--- src/rtl/smac_pkg.sv ---
package smac_pkg;

    typedef enum logic [0:0] {
        ST_IDLE = 1'b0,
        ST_MUL2 = 1'b1
    } smac_state_e;

    typedef enum logic [2:0] {
        ACT_NONE  = 3'd0,
        ACT_CLEAR = 3'd1,
        ACT_WRITE = 3'd2,
        ACT_MAC   = 3'd3,
        ACT_MUL1  = 3'd4,
        ACT_MUL2  = 3'd5
    } smac_act_e;

endpackage

--- src/rtl/smac_partial.sv ---
// Signed multiplier of arbitrary operand widths; full-width result.
module smac_partial #(
    parameter int AW = 33,
    parameter int BW = 17
) (
    input  logic [AW-1:0]    a_i,
    input  logic [BW-1:0]    b_i,
    output logic [AW+BW-1:0] p_o
);
    localparam int PW = AW + BW;

    logic signed [PW-1:0] ax;
    logic signed [PW-1:0] bx;

    assign ax  = {{BW{a_i[AW-1]}}, a_i};
    assign bx  = {{AW{b_i[BW-1]}}, b_i};
    assign p_o = ax * bx;

endmodule

--- src/rtl/smac_accum.sv ---
// Next-value logic for one accumulation in either mode.
module smac_accum #(
    parameter int ACCW   = 32,
    parameter int HIBITS = 10
) (
    input  logic [ACCW-1:0] hi_i,
    input  logic [ACCW-1:0] lo_i,
    input  logic [ACCW-1:0] prod_i,
    input  logic            sat_i,
    output logic [ACCW-1:0] hi_o,
    output logic [ACCW-1:0] lo_o
);
    localparam int SHX = ACCW - HIBITS;

    logic [ACCW:0]   lsum;
    logic [ACCW-1:0] hsum;
    logic [ACCW-1:0] wide_hi;
    logic [ACCW-1:0] clamp;
    logic            ovf;

    always_comb begin
        lsum  = {1'b0, lo_i} + {1'b0, prod_i};
        hsum  = hi_i + {ACCW{prod_i[ACCW-1]}} + {{(ACCW-1){1'b0}}, lsum[ACCW]};
        ovf   = (prod_i[ACCW-1] == lo_i[ACCW-1]) && (lsum[ACCW-1] != prod_i[ACCW-1]);
        clamp = prod_i[ACCW-1] ? {1'b1, {(ACCW-1){1'b0}}} : {1'b0, {(ACCW-1){1'b1}}};
    end

    // High word narrowing: only when fewer significant bits than the word.
    generate
        if (HIBITS < ACCW) begin : g_narrow
            assign wide_hi = ACCW'($signed(hsum << SHX) >>> SHX);
        end else begin : g_full
            assign wide_hi = hsum;
        end
    endgenerate

    always_comb begin
        if (sat_i) begin
            lo_o = ovf ? clamp : lsum[ACCW-1:0];
            hi_o = ovf ? (hi_i | {{(ACCW-1){1'b0}}, 1'b1}) : hi_i;
        end else begin
            lo_o = lsum[ACCW-1:0];
            hi_o = wide_hi;
        end
    end

endmodule

--- src/rtl/smac_ctrl.sv ---
// Controller: resolves input priority and sequences the two-pass multiply.
module smac_ctrl
    import smac_pkg::*;
(
    input  logic      clk,
    input  logic      rst_n,
    input  logic      clr,
    input  logic      wr_any,
    input  logic      mul_go,
    input  logic      mac_go,
    output smac_act_e act,
    output logic      in_mul2
);
    smac_state_e state_q;
    smac_state_e state_d;

    always_ff @(posedge clk or negedge rst_n) begin
        if (!rst_n) begin
            state_q <= ST_IDLE;
        end else begin
            state_q <= state_d;
        end
    end

    always_comb begin
        state_d = state_q;
        act     = ACT_NONE;
        unique case (state_q)
            ST_IDLE: begin
                if (clr) begin
                    act = ACT_CLEAR;
                end else if (wr_any) begin
                    act = ACT_WRITE;
                end else if (mul_go) begin
                    act     = ACT_MUL1;
                    state_d = ST_MUL2;
                end else if (mac_go) begin
                    act = ACT_MAC;
                end
            end
            ST_MUL2: begin
                state_d = ST_IDLE;
                act     = clr ? ACT_CLEAR : ACT_MUL2;
            end
            default: begin
                state_d = ST_IDLE;
            end
        endcase
    end

    assign in_mul2 = (state_q == ST_MUL2);

endmodule

--- src/rtl/smac_unit.sv ---
module smac_unit
    import smac_pkg::*;
#(
    parameter int OPW    = 16,
    parameter int HIBITS = 10
) (
    input  logic              clk,
    input  logic              rst_n,
    input  logic              clr,
    input  logic              mac_go,
    input  logic              mac_sat,
    input  logic [OPW-1:0]    op_a,
    input  logic [OPW-1:0]    op_b,
    input  logic              mul_go,
    input  logic              mul_signed,
    input  logic [2*OPW-1:0]  mul_a,
    input  logic [2*OPW-1:0]  mul_b,
    input  logic              wr_hi,
    input  logic              wr_lo,
    input  logic [2*OPW-1:0]  wr_data,
    output logic [2*OPW-1:0]  acc_hi,
    output logic [2*OPW-1:0]  acc_lo,
    output logic              busy
);
    localparam int ACCW  = 2 * OPW;
    localparam int FULLW = 2 * ACCW;
    localparam int HALF  = ACCW / 2;
    localparam int AX    = ACCW + 1;
    localparam int BX    = HALF + 1;
    localparam int PW    = AX + BX;

    smac_act_e        act;
    logic [FULLW-1:0] acc_q;
    logic [ACCW-1:0]  mac_prod;
    logic [ACCW-1:0]  mac_hi;
    logic [ACCW-1:0]  mac_lo;
    logic [AX-1:0]    a_ext;
    logic [AX-1:0]    b_ext;
    logic [AX-1:0]    a_q;
    logic [BX-1:0]    bh_q;
    logic [AX-1:0]    pa;
    logic [BX-1:0]    pb;
    logic [PW-1:0]    part;
    logic [FULLW-1:0] part_sx;

    smac_ctrl u_ctrl (
        .clk     (clk),
        .rst_n   (rst_n),
        .clr     (clr),
        .wr_any  (wr_hi | wr_lo),
        .mul_go  (mul_go),
        .mac_go  (mac_go),
        .act     (act),
        .in_mul2 (busy)
    );

    // 16x16 signed product for accumulation.
    smac_partial #(.AW(OPW), .BW(OPW)) u_mac_mul (
        .a_i (op_a),
        .b_i (op_b),
        .p_o (mac_prod)
    );

    smac_accum #(.ACCW(ACCW), .HIBITS(HIBITS)) u_accum (
        .hi_i   (acc_q[FULLW-1:ACCW]),
        .lo_i   (acc_q[ACCW-1:0]),
        .prod_i (mac_prod),
        .sat_i  (mac_sat),
        .hi_o   (mac_hi),
        .lo_o   (mac_lo)
    );

    // Full multiply operands widened by one bit: sign or zero.
    assign a_ext = {mul_signed & mul_a[ACCW-1], mul_a};
    assign b_ext = {mul_signed & mul_b[ACCW-1], mul_b};

    // One shared multiplier: low half of B first, latched high half second.
    assign pa = busy ? a_q  : a_ext;
    assign pb = busy ? bh_q : {1'b0, b_ext[HALF-1:0]};

    smac_partial #(.AW(AX), .BW(BX)) u_full_mul (
        .a_i (pa),
        .b_i (pb),
        .p_o (part)
    );

    assign part_sx = {{(FULLW-PW){part[PW-1]}}, part};

    always_ff @(posedge clk or negedge rst_n) begin
        if (!rst_n) begin
            a_q  <= '0;
            bh_q <= '0;
        end else if (act == ACT_MUL1) begin
            a_q  <= a_ext;
            bh_q <= b_ext[AX-1:HALF];
        end
    end

    always_ff @(posedge clk or negedge rst_n) begin
        if (!rst_n) begin
            acc_q <= '0;
        end else begin
            unique case (act)
                ACT_CLEAR: acc_q <= '0;
                ACT_WRITE: begin
                    if (wr_hi) acc_q[FULLW-1:ACCW] <= wr_data;
                    if (wr_lo) acc_q[ACCW-1:0]     <= wr_data;
                end
                ACT_MAC:   acc_q <= {mac_hi, mac_lo};
                ACT_MUL1:  acc_q <= part_sx;
                ACT_MUL2:  acc_q <= acc_q + (part_sx << HALF);
                default:   acc_q <= acc_q;
            endcase
        end
    end

    assign acc_hi = acc_q[FULLW-1:ACCW];
    assign acc_lo = acc_q[ACCW-1:0];

endmodule

--- config.mk ---
export PLATFORM = sky130hd
export DESIGN_NAME = smac_unit
export DESIGN_NICKNAME = d
export VERILOG_FILES = /design/src/rtl/smac_pkg.sv /design/src/rtl/smac_partial.sv /design/src/rtl/smac_accum.sv /design/src/rtl/smac_ctrl.sv /design/src/rtl/smac_unit.sv
export SDC_FILE = /design/constraint.sdc
export NUM_CORES = 2
export LEC_CHECK = 0
export ABC_AREA = 1
export BUFFER_PORTS_ARGS = -buffer_cell sky130_fd_sc_hd__buf_2
export CORE_MARGIN = 2
export CORE_UTILIZATION = 30
export DETAILED_ROUTE_END_ITERATION = 6
export GPL_TIMING_DRIVEN = 0
export MAX_ROUTING_LAYER = met4
export PLACE_DENSITY = 0.49
export SLEW_MARGIN = 10
export SYNTH_ARGS = -nofsm -noshare
export SYNTH_HDL_FRONTEND = slang
export SYNTH_HIERARCHICAL = 1
export SYNTH_SLANG_ARGS = --single-unit
--- constraint.sdc ---
create_clock -name clk -period 21 [get_ports clk]
set_clock_uncertainty 0.1 [all_clocks]
set_input_delay 1.05 -clock clk [delete_from_list [all_inputs] [get_ports clk]]
set_output_delay 1.05 -clock clk [all_outputs]
set_load 0.05 [all_outputs]
==> run summary <==
Status: complete, no violations
Vias in the first global route: 43256
Remaining Overflow, GRT: 0
Die Ht: 394 µm
Post-Syn Nets: 7977
Number of hold buffers added after cts: 0
Ys async rst share: 100%
Hold crit path type: register to register
Drt drc: 0
Port Buf Inserts: 173
Period Utilization, post-route: 53.2%
Pre-antenna DRT Iters: 6
Max transition margin: 25.3%
Commonest non-fill, non-tap cell in the layout: nand2_1
Post_cts resized: 0
Most frequent cells in the layout: 2338 x nand2_1, 1781 x inv_1, 802 x fa_1
Final nets: 8170
Detail Route Antenna Nets: 0
Max Freq: 0.0895 GHz
Drt wl/cell: 20.2 µm
Root buf cell: clkbuf_16
CP Class: register to register
Synth area leader: fa_1
Longest Clk Path Bufs: 2
WL final: 181 mm
CTS Buf Count: 17
Die width: 394 µm
Hold Fails Final Rpt: 0
Via density: 4.66
Layout cells sized above 1: 5.38%
TritonCTS clock tree: done
Share of the synthesized area in the top cell type: 35.3%
Worst setup EP type: register
Worst Path Arrival: 11.47 ns
Max Cap Violations: 0
Routability congestion estimate: 0.978
Synthesized instance count: 6752
Yosys warns: 6
Cell variety after synth: 49
Synth Flop Type: dfrtp_1
Final min period: 11.17 ns
CTS HTree Levels: 4
Initial antenna violation count: 3
Setup-failing EPs final: 0
RSZ-0062 raised after global routing: false
Overall routing resource usage: 24.3%
Fin util: 33.0%
WP data required: 21.30 ns
Slew Limit Fails: 0
Drt initial violations: 3029
Mapped Area: 0.0455 mm²
Sequential element share of the synthesized area: 6.32%
Slowest cell on the critical path: fa_1
Layout area overhead: 8.87%
Cell with the most instances on the worst path: nand2_1
Number of synthesized register bits: 115
Setup TNS: 0 ns
First-pass GRT wire length: 275 mm
Core ar.: 0.150 mm²
Vias post-DR: 41806
Worst-path clk slew: 0.07 ns
Post-CTS setup buffer count: 0
Crit-path leading delay family: adder cells
I/O pins: 202
Largest net degree at the start of global routing: 66
Syn_area_per_cell: 6.74 µm²
Max incr delay on CP: 1.00 ns
CP Max Fanout: 10
Worst-Skew Late Latency: 0.51 ns
Die ar.: 0.155 mm²
Synth area leaders: fa_1 35%, nand2_1 19%, inv_1 15%
Post-synth EDFFs: 0
CP bufs+invs: 9
Startpoint types: register
Starting Density: 30.3%
Filler instances: 16877
Worst Max-Slew Pin Slew: 1.12 ns
# rows: 142
Dpl hpwl: 159 mm
Clk sink count: 115
cell type report:
class | instances | area, µm² | share of cell area (%)
Antenna cell | 1 | 2.50 | 0.00505
Buffer | 257 | 1030 | 2.09
Clock buffer | 24 | 512 | 1.03
Clock inverter | 7 | 96.3 | 0.194
Inverter | 1800 | 6760 | 13.6
Multi-Input combinational cell | 4580 | 34900 | 70.3
Sequential cell | 115 | 2880 | 5.81
Tap cell | 2016 | 2520 | 5.09
Timing Repair Buffer | 174 | 903 | 1.82
per-layer routing:
layer / share of wire (%) / GRT usage, % / wire, µm
met1: 44 / 31.6 / 79900
met2: 48 / 40.2 / 86600
met3: 5.0 / 2.37 / 9090
met4: 3.0 / 7.01 / 5460
met5: 0 / - / 0
worst paths after layout:
kind / endpoint / startpoint / slack, ns / cells after the start
worst max-delay path: acc_q[59] / u_ctrl/in_mul2 / 9.83 / 38
worst min-delay path: bh_q[10] / bh_q[10] / 0.37 / 2
worst max register to register: acc_q[59] / u_ctrl/in_mul2 / 9.83 / 38
worst min register to register: bh_q[10] / bh_q[10] / 0.37 / 2
max in group asynchronous: acc_q[5] / rst_n / 19.56 / 2
min in group asynchronous: a_q[28] / rst_n / 0.38 / 1
worst reg2reg max path, delay by kind of cell, from the launching register on:
kind	cells	cell delay, ns
AOI/OAI and AO/OA	1	0.21
DFF	1	0.74
buffers and inverters	9	2.40
and+or+nand+nor	20	3.04
adders and majority gates	8	4.62
Yosys cell counts, drive strengths merged (15+ instances only):
library cell	number
dfrtp	115
o21bai	26
nand2	2366
fa	802
buf	38
a21oi	193
xor2	55
clkbuf	219
or2	21
nor2	310
ha	286
inv	1800
mux2	15
nor3	35
nand3	190
o21ai	124
nand4	49
xnor2	18
cell families (layout without fill, tap and decap cells):
family          after synthesis  in the layout  share of synthesized area [%]
compound gates              411            411                           5.18
xor+xnor                     73             73                           1.40
fa+ha+maj                  1088           1088                           43.1
buf+inv                    2057           2262                           17.1
flops                       115            115                           6.32
mux                          15             15                          0.371
other cells                   0              1                              0
simple gates               2993           2993                           26.5
flip-flops by register name, summed over array words and instances (netlist names):
signal / cells
a_q: 33
bh_q: 17
u_ctrl/in_mul2: 1
acc_q: 64
stage by stage:
step / setup slack [ns] / std cells / hold slack [ns] / instance area (µm²)
after floorplan: 12.09 / 6752 / 0.336 / 45500
after global placement: 9.82 / 8941 / 0.350 / 48900
after detailed placement: 9.79 / 8942 / 0.357 / 49000
after CTS: 9.74 / 8973 / 0.374 / 49600
after global routing: 9.10 / 8974 / 0.390 / 49600
final: 9.83 / 8974 / 0.367 / 49600
Power is not shown: default switching activity piles up to over one toggle a cycle in this logic, so the estimate is an artifact.
